**src/rtl/csmac_pkg.sv**
```systemverilog
package csmac_pkg;

  // One pass of 4-2 compression: every group of up to four rows becomes two.
  function automatic int next_rows(input int r);
    if (r <= 2) return r;
    return 2 * ((r + 3) / 4);
  endfunction

  // Row count after l compression passes.
  function automatic int rows_at(input int r0, input int l);
    int r;
    r = r0;
    for (int i = 0; i < l; i++) r = next_rows(r);
    return r;
  endfunction

  // Number of passes until two rows remain.
  function automatic int tree_levels(input int r0);
    int r;
    int n;
    r = r0;
    n = 0;
    while (r > 2) begin
      r = next_rows(r);
      n++;
    end
    return n;
  endfunction

endpackage

```
**src/rtl/csmac_ppgen.sv**
```systemverilog
module csmac_ppgen #(
  parameter int N    = 8,
  parameter int LOWB = 2,
  localparam int W    = 2 * N,
  localparam int ROWS = N + 3
) (
  input  logic [N-1:0]           mcand,
  input  logic [N-1:0]           mplier,
  input  logic [W-1:0]           fb_sum,
  input  logic [W-1:0]           fb_carry,
  input  logic                   fb_low_cy,
  output logic [ROWS-1:0][W-1:0] rows
);

  logic [W-1:0] mcand_ext;
  assign mcand_ext = {{N{mcand[N-1]}}, mcand};

  // Positive-weight rows for the low multiplier bits.
  for (genvar i = 0; i < N - 1; i++) begin : g_pos
    assign rows[i] = mplier[i] ? (mcand_ext << i) : '0;
  end

  // The sign bit of the multiplier carries negative weight. Its row is the
  // one's complement shifted into place; the +1 goes into the correction row.
  assign rows[N-1] = mplier[N-1] ? ((~mcand_ext) << (N - 1)) : '0;

  // Correction row: the two's-complement +1 at bit N-1, plus the fed-back
  // carry out of the pre-resolved low columns at bit LOWB.
  always_comb begin
    rows[N] = '0;
    rows[N][N-1] = mplier[N-1];
    rows[N][LOWB] = fb_low_cy;
  end

  assign rows[N+1] = fb_sum;
  assign rows[N+2] = fb_carry;

endmodule

```
**src/rtl/csmac_c42row.sv**
```systemverilog
module csmac_c42row #(
  parameter int W = 16
) (
  input  logic [W-1:0] x0,
  input  logic [W-1:0] x1,
  input  logic [W-1:0] x2,
  input  logic [W-1:0] x3,
  output logic [W-1:0] s,
  output logic [W-1:0] c
);

  logic [W-1:0] t;
  logic [W-1:0] co;
  logic [W-1:0] cy;
  logic [W-1:0] ci;

  for (genvar i = 0; i < W; i++) begin : g_bit
    if (i == 0) begin : g_first
      assign ci[i] = 1'b0;
    end else begin : g_chain
      assign ci[i] = co[i-1];
    end
    assign t[i]  = x0[i] ^ x1[i] ^ x2[i];
    assign co[i] = (x0[i] & x1[i]) | (x0[i] & x2[i]) | (x1[i] & x2[i]);
    assign s[i]  = t[i] ^ x3[i] ^ ci[i];
    assign cy[i] = (t[i] & x3[i]) | (t[i] & ci[i]) | (x3[i] & ci[i]);
  end

  assign c = {cy[W-2:0], 1'b0};

  // Bits that leave the 2N-bit modulus are dropped on purpose.
  logic unused_top;
  assign unused_top = co[W-1] ^ cy[W-1];

endmodule

```
**src/rtl/csmac_tree.sv**
```systemverilog
module csmac_tree
  import csmac_pkg::*;
#(
  parameter int W    = 16,
  parameter int ROWS = 11,
  localparam int NLEV = tree_levels(ROWS)
) (
  input  logic [ROWS-1:0][W-1:0] rows,
  output logic [W-1:0]           sum_v,
  output logic [W-1:0]           carry_v
);

  logic [W-1:0] lv [0:NLEV][0:ROWS-1];

  for (genvar j = 0; j < ROWS; j++) begin : g_in
    assign lv[0][j] = rows[j];
  end

  for (genvar l = 0; l < NLEV; l++) begin : g_lev
    localparam int RI = rows_at(ROWS, l);
    localparam int RO = rows_at(ROWS, l + 1);
    for (genvar g = 0; g < RO / 2; g++) begin : g_grp
      logic [W-1:0] a0, a1, a2, a3;
      assign a0 = lv[l][4*g];
      assign a1 = lv[l][4*g+1];
      if (4 * g + 2 < RI) begin : g_a2
        assign a2 = lv[l][4*g+2];
      end else begin : g_z2
        assign a2 = '0;
      end
      if (4 * g + 3 < RI) begin : g_a3
        assign a3 = lv[l][4*g+3];
      end else begin : g_z3
        assign a3 = '0;
      end
      csmac_c42row #(.W(W)) u_row (
        .x0(a0), .x1(a1), .x2(a2), .x3(a3),
        .s(lv[l+1][2*g]), .c(lv[l+1][2*g+1])
      );
    end
    for (genvar j = RO; j < ROWS; j++) begin : g_pad
      assign lv[l+1][j] = '0;
    end
  end

  assign sum_v   = lv[NLEV][0];
  assign carry_v = lv[NLEV][1];

  logic [W-1:0] unused_pad;
  always_comb begin
    unused_pad = '0;
    for (int j = 2; j < ROWS; j++) unused_pad = unused_pad | lv[NLEV][j];
  end

endmodule

```
**src/rtl/csmac_lowcla.sv**
```systemverilog
module csmac_lowcla #(
  parameter int K = 2
) (
  input  logic [K-1:0] a,
  input  logic [K-1:0] b,
  output logic [K-1:0] s,
  output logic         cout
);

  logic [K-1:0] p, g;
  logic [K:0]   c;

  assign p = a ^ b;
  assign g = a & b;

  // Each carry is formed directly from generate/propagate terms.
  always_comb begin
    c = '0;
    for (int j = 0; j < K; j++) begin
      logic any;
      any = 1'b0;
      for (int i = 0; i <= j; i++) begin
        logic term;
        term = g[i];
        for (int m = i + 1; m <= j; m++) term = term & p[m];
        any = any | term;
      end
      c[j+1] = any;
    end
  end

  assign s    = p ^ c[K-1:0];
  assign cout = c[K];

endmodule

```
**src/rtl/csmac_top.sv**
```systemverilog
module csmac_top #(
  parameter int N    = 8,
  parameter int LOWB = 2,
  localparam int W    = 2 * N,
  localparam int ROWS = N + 3
) (
  input  logic         clk,
  input  logic         rst,
  input  logic         in_valid,
  input  logic         in_clear,
  input  logic [N-1:0] op_a,
  input  logic [N-1:0] op_b,
  output logic [W-1:0] acc_out,
  output logic         out_valid
);

  logic [W-1:0] sum_q, carry_q;
  logic         lowcy_q;
  logic         v1_q;

  logic [W-1:0] fb_sum, fb_carry;
  logic         fb_lowcy;

  // A clear substitutes zeros for the fed-back redundant total.
  assign fb_sum   = in_clear ? '0 : sum_q;
  assign fb_carry = in_clear ? '0 : carry_q;
  assign fb_lowcy = in_clear ? 1'b0 : lowcy_q;

  logic [ROWS-1:0][W-1:0] rows;

  csmac_ppgen #(.N(N), .LOWB(LOWB)) u_pp (
    .mcand(op_a), .mplier(op_b),
    .fb_sum(fb_sum), .fb_carry(fb_carry), .fb_low_cy(fb_lowcy),
    .rows(rows)
  );

  logic [W-1:0] t_sum, t_carry;

  csmac_tree #(.W(W), .ROWS(ROWS)) u_tree (
    .rows(rows), .sum_v(t_sum), .carry_v(t_carry)
  );

  logic [LOWB-1:0] low_res;
  logic            low_cy;

  csmac_lowcla #(.K(LOWB)) u_cla (
    .a(t_sum[LOWB-1:0]), .b(t_carry[LOWB-1:0]),
    .s(low_res), .cout(low_cy)
  );

  always_ff @(posedge clk) begin
    if (rst) begin
      sum_q   <= '0;
      carry_q <= '0;
      lowcy_q <= 1'b0;
      v1_q    <= 1'b0;
    end else begin
      v1_q <= in_valid;
      if (in_valid) begin
        sum_q   <= {t_sum[W-1:LOWB], low_res};
        carry_q <= {t_carry[W-1:LOWB], {LOWB{1'b0}}};
        lowcy_q <= low_cy;
      end
    end
  end

  // Narrow output adder: only the columns above the pre-resolved bits.
  logic [W-LOWB-1:0] hi_sum;
  assign hi_sum = sum_q[W-1:LOWB] + carry_q[W-1:LOWB] + {{(W-LOWB-1){1'b0}}, lowcy_q};

  logic [LOWB-1:0] unused_clow;
  assign unused_clow = carry_q[LOWB-1:0];

  always_ff @(posedge clk) begin
    if (rst) begin
      acc_out   <= '0;
      out_valid <= 1'b0;
    end else begin
      out_valid <= v1_q;
      if (v1_q) acc_out <= {hi_sum, sum_q[LOWB-1:0]};
    end
  end

endmodule

```
**config.mk**
```make
export PLATFORM = sky130hd
export DESIGN_NAME = csmac_top
export DESIGN_NICKNAME = d
export VERILOG_FILES = /design/src/rtl/csmac_pkg.sv /design/src/rtl/csmac_ppgen.sv /design/src/rtl/csmac_c42row.sv /design/src/rtl/csmac_tree.sv /design/src/rtl/csmac_lowcla.sv /design/src/rtl/csmac_top.sv
export SDC_FILE = /design/constraint.sdc
export NUM_CORES = 1
export LEC_CHECK = 0
export BUFFER_PORTS_ARGS = -buffer_cell sky130_fd_sc_hd__buf_2
export CAP_MARGIN = 20
export CORE_MARGIN = 1.5
export CORE_UTILIZATION = 34
export DETAILED_ROUTE_END_ITERATION = 7
export HOLD_SLACK_MARGIN = 0.05
export PLACE_DENSITY = 0.49
export SETUP_SLACK_MARGIN = 0.1
export SLEW_MARGIN = 20
export SYNTH_ARGS = -nofsm -noshare
export SYNTH_HDL_FRONTEND = slang
export SYNTH_SLANG_ARGS = --single-unit
```
**constraint.sdc**
```tcl
create_clock -name clk -period 4.8 [get_ports clk]
set_input_delay 0.24 -clock clk [delete_from_list [all_inputs] [get_ports clk]]
set_output_delay 0.24 -clock clk [all_outputs]
set_load 0.02 [all_outputs]
```
# ---- Word level (Yosys, flattened, before mapping)
# Cells that the tools add are included.
dict set report totals {
  in_bits 20
  elab_cells 936
  regBits 48
  out_inout_bits 17
}
dict set report classes {
  bitwise_logic 920
  mux 10
  add_sub_neg 1
}
# op count
set op_table {}
lappend op_table {{bitwise AND 1 bit} 394}
lappend op_table {{XOR 1 bit} 303}
lappend op_table {{bitwise OR 1 bit} 222}
lappend op_table {{two-way mux 16 bit} 10}
lappend op_table {{adder 14 bit} 1}
lappend op_table {{inverter 9 bit} 1}

# ---- Longest topological paths before layout
dict set report logic_depth {
  depth_word 19
  ltp_mapped 17
  depth_no_buf 17
}

# ---- By module
# From an unflattened synthesis, not the netlist that was laid out.
dict set report unflattened {
  hier_cells 659
  area_unflattened_um2 7637.3
}
# mod area_per_inst_um2 cells_each n_inst seq_area_each_um2
set modules_own_cells {}
lappend modules_own_cells {csmac_c42row 644.4 35 6 0.0}
lappend modules_own_cells {csmac_top 2471.1 264 1 980.9}
lappend modules_own_cells {csmac_ppgen 1244.9 177 1 0.0}
lappend modules_own_cells {csmac_lowcla 51.3 7 1 0.0}
lappend modules_own_cells {csmac_tree 3.8 1 1 0.0}

# ---- Worst setup path after synthesis
# Ideal clock, no wire load.
dict set report synth_path {
  path_type {input to register}
  from {in op_b[0]}
  to {reg sum_q[14]}
  path_stages 14
  path_buffers 1
  arrival_time_ns 4.081
  setup_slack_ns 0.634
  path_cell_list {and2_1 fa_1 inv_1 fa_1 inv_1 ha_1 buf_2 xor2_1 fa_1 inv_1 fa_1 inv_1 fa_1 a211oi_1}
}
dict set report synth_via {
  elab_chain_len 17
  word_cells_on_any_way 103
  cone_classes {mux: 1; bitwise: 102}
}
# item line
set synth_rtl {}
lappend synth_rtl {{from (decl)} csmac_top.sv:12} ;# input logic [N-1:0] op_b,
lappend synth_rtl {{two-way mux 16 bit (*)} csmac_ppgen.sv:20} ;# assign rows[i] = mplier[i] ? (mcand_ext << i) : '0;
lappend synth_rtl {{bitwise AND 1 bit} csmac_c42row.sv:24} ;# assign co[i] = (x0[i] & x1[i]) | (x0[i] & x2[i]) | (x1[i] & x2[i]);
lappend synth_rtl {{bitwise OR 1 bit (2 in series)} csmac_c42row.sv:24}
lappend synth_rtl {{bitwise AND 1 bit} csmac_c42row.sv:26} ;# assign cy[i] = (t[i] & x3[i]) | (t[i] & ci[i]) | (x3[i] & ci[i]);
lappend synth_rtl {{bitwise OR 1 bit (2 in series)} csmac_c42row.sv:26}
lappend synth_rtl {{bitwise AND 1 bit} csmac_c42row.sv:24}
lappend synth_rtl {{bitwise OR 1 bit (2 in series)} csmac_c42row.sv:24}
lappend synth_rtl {{bitwise AND 1 bit} csmac_c42row.sv:26}
lappend synth_rtl {{bitwise OR 1 bit (2 in series)} csmac_c42row.sv:26}
lappend synth_rtl {{XOR 1 bit or bitwise AND 1 bit (tied branches)} {csmac_c42row.sv:23, csmac_c42row.sv:24}}
lappend synth_rtl {{XOR 1 bit or bitwise OR 1 bit (tied branches)} {csmac_c42row.sv:23, csmac_c42row.sv:24}}
lappend synth_rtl {{XOR 1 bit or bitwise OR 1 bit (tied branches)} {csmac_c42row.sv:25, csmac_c42row.sv:24}}
lappend synth_rtl {{XOR 1 bit (*)} csmac_c42row.sv:25} ;# assign s[i] = t[i] ^ x3[i] ^ ci[i];
lappend synth_rtl {{to (signal assigned)} csmac_top.sv:60} ;# sum_q <= {t_sum[W-1:LOWB], low_res};
lappend synth_rtl {{to (decl)} csmac_top.sv:17} ;# logic [W-1:0] sum_q, carry_q;
# Every way passes the cells marked *; elsewhere a longest branch is shown, timed or not.
# A chain may end at the register's enable or synchronous reset.

# ---- Worst setup path after layout
# Ends and elaborated chain as after synthesis.

==> results.md <==
* Status: completed
* H-tree levels at 2
* Mapped cell area at 5330 um^2
* DP Area at 5710 um^2
* Area share of and/or/nand/nor cells after synthesis at 0.163
* Most used DFF post-synth: dfxtp_1
* EDFF count, synth at 0
* Leading area contributor after synthesis: fa_1
* CP Cell Sequence: buf_2 > and2_1 > fa_1 > inv_1 > fa_1 > inv_1 > ha_1 > xor2_1 > fa_1 > inv_1 > fa_1 > inv_1 > fa_1 > a211oi_1
* HP Start: acc_out[11]$_SDFFE_PP0P_
* Inserted Diodes at 0
* End of the worst hold path: acc_out[11]$_SDFFE_PP0P_
* Sequential element share of the synthesized area at 0.180
* Clock Pin Slew Worst Setup and Hold Paths at 0.07 ns
* Post-synth ARST share at 0
* VDD IR max at 0.152 mV
* CTS Hold Bufs at 0
* Post-DP HPWL at 8580 um
* Busiest layer in global routing: met1
* Initial core utilization at 0.349
* Vias in the first global route at 3,613
* Die height at 128 um
* Setup crit start kind: input pin
* GP Congestion at 0.779
* FP Rows at 45
* First DRT Iteration DRCs at 95
* Die Footprint at 16,400 um^2
* Layout Cell Area excl Fill at 5910 um^2
* Period utilization at 0.870
* Req. time, crit path at 5.00 ns
* Clock tree buffer depth at 2
* Slowest stage cell, crit path: fa_1
* Post-synthesis compound-gate area fraction at 0.0831
* Worst Reg-to-Reg Cells at 9
* Core ar. at 15,300 um^2
* Post-layout min period at 4.18 ns
* Setup Viol. Count Final at 0
* WP buf/inv at 5
* Leakage power at 2.86 nW
* Chip Width at 128 um
* Clock skew at 0.00813 ns
* Critical setup path kind: input pin to flip-flop
* Sequential Area at 961 um^2
* DRC violations left at 0
* TNS Setup at 0 ns
* Hold WC Path Type: flip-flop to flip-flop
* Clock Latency Late Sink at 0.29 ns
* Layout cells sized above 1 at 0.0876
* I/O Pins at 37
* Area fraction of the dominant cell type after synthesis at 0.256
* Area taken by multi-input logic gates at 4020 um^2
* Final hold slack at 0.464 ns
* Commonest non-fill, non-tap cell in the layout: ha_1
* Routed wire per std cell at 12.9 um
* Worst-Margin Slew at 0.993 ns
* Post-CTS Setup Bufs at 0
* Multiplexer share of the synthesized area at 0.0357
* Commonest non-fill, non-tap cells in the layout: ha_1 (77), inv_1 (72), fa_1 (68), nor2_1 (53), dfxtp_1 (48)
* Max-slew violations at 0
* Post-Syn Area per Cell at 9.60 um^2
* DRT Pass-1 Iters at 4
* P&R area growth vs syn at 10.9%
* First-pass GRT wire length at 17,800 um
* M3 GR Usage at 0.0154
* Layout net count at 746
* Max incr delay on CP at 0.61 ns
* Initial antenna violation count at 0
* CP Max Fanout at 8
* CTS tree: done
* Worst R2R Setup Slack at 1.55 ns
* Met2 Usage GRT at 0.202
* Crit end category: flip-flop
* Largest family of logic cells by synthesized area: adder cells
* CP top delay family: adder cells
* Synthesized instance count at 555
* Power per cell area at 395 nW/um^2
* Critical path data arrival time at 4.38 ns
* Post-CTS sizing at 0
* Worst r2r dst: sum_q[7]$_SDFFE_PP0P_
* Final hold viol count at 0
* Hold Crit Depth at 2
* Crit-path most repeated cell: fa_1
* RSZ-0062 raised after global routing: false
* Max cap viols at 0
* Synth Area in XOR/XNOR at 0.0362
* Worst R2R Start: sum_q[7]$_SDFFE_PP0P_
* Net Count, Synth at 720
* Achievable Freq at 0.239 GHz
* Synth unique cells at 44
* Total global-route track usage at 0.134
* Synth top area cells: fa_1 (26%), ha_1 (18%), dfxtp_1 (18%)
* Port bufs at 36
* Vias/cell at 4.59
* Post-Synth Adder-Cell Area at 0.436
* Fin util at 0.387
* YS warnings at 0
* WL final at 10,200 um
* # clock sinks at 48
* CTS Buf Count at 5
* DR vias at 3,641
* Slew margin rel. at 0.338
* M1 GR Usage at 0.205
* Largest net degree at the start of global routing at 50
* Synthesized flop and latch total at 48
* Final ANT Viol Nets at 0
* Grt total ovfl at 0
* Fillers at 1,554
* Root Buffer Master: clkbuf_16
layout make-up:
type                            count  share of cell area
Clock buffer                        5              0.0212
Clock inverter                      3              0.0117
Inverter                           73              0.0464
Multi-Input combinational cell    415               0.680
Sequential cell                    48               0.163
Tap cell                          211              0.0447
Timing Repair Buffer               38              0.0331
report_power, final:
part	leakage, nW	internal (mW)	switching (mW)
registers	0.394	0.473	0.0567
logic	2.37	0.599	0.742
clock network	0.0944	0.301	0.162
worst max-delay path by stage:
stage	cells past startpoint	startpoint	endpoint
after floorplan	14	op_b[0]	sum_q[14]$_SDFFE_PP0P_
after global placement	14	op_b[0]	sum_q[14]$_SDFFE_PP0P_
after detailed placement	14	op_b[0]	sum_q[14]$_SDFFE_PP0P_
after CTS	14	op_b[0]	sum_q[14]$_SDFFE_PP0P_
after global routing	14	op_b[0]	sum_q[14]$_SDFFE_PP0P_
final	14	op_b[0]	sum_q[14]$_SDFFE_PP0P_
stage by stage:
step	setup slack (ns)	power, mW	instances
3_5_place_dp	0.312	1.90	785
2_1_floorplan	0.634	1.60	555
4_1_cts	0.607	2.38	793
5_1_grt	0.423	2.61	793
3_3_place_gp	0.386	1.87	785
6_report	0.623	2.33	793
worst min-delay path: stages (launching register included):
cell,delay (ns)
dfxtp_1,0.31
nand2_1,0.06
a21oi_1,0.05
Yosys cell counts (all sizes together) (2+ instances only):
master / instances
a211oi: 20
a21o: 3
a21oi: 13
a22o: 2
and2: 36
buf: 5
clkbuf: 14
dfxtp: 48
fa: 68
ha: 77
inv: 73
mux2i: 19
nand2: 28
nand2b: 8
nand3: 2
nand4: 4
nor2: 53
nor2b: 28
nor3: 2
nor3b: 4
o211ai: 2
o21a: 4
o21ai: 6
o21bai: 3
xnor2: 16
xor2: 6
state kept, by name, indices dropped and copies added, names as in the netlist:
signal     count
sum_q         16
v1_q           1
out_valid      1
acc_out       16
carry_q       14
per-layer routing:
| layer | vias to the layer above | part of all wire | wire length (um) |
|---|---|---|---|
| met5 | - | 0 | 0 |
| met1 | 1729 | 0.56 | 5760 |
| met3 | 7 | 0.025 | 250 |
| met2 | 52 | 0.40 | 4090 |
| met4 | 0 | 0.010 | 106 |
| li1 | 1853 | - | - |
cell families (layout without fill, tap and decap cells):
| group | after synthesis | in the layout |
|---|---|---|
| simple gates | 169 | 169 |
| fa+ha+maj | 145 | 145 |
| flops | 48 | 48 |
| buf+inv | 92 | 119 |
| mux | 19 | 19 |
| compound gates | 60 | 60 |
| xor+xnor | 22 | 22 |
Note: power is estimated with default switching activity, not from simulation.
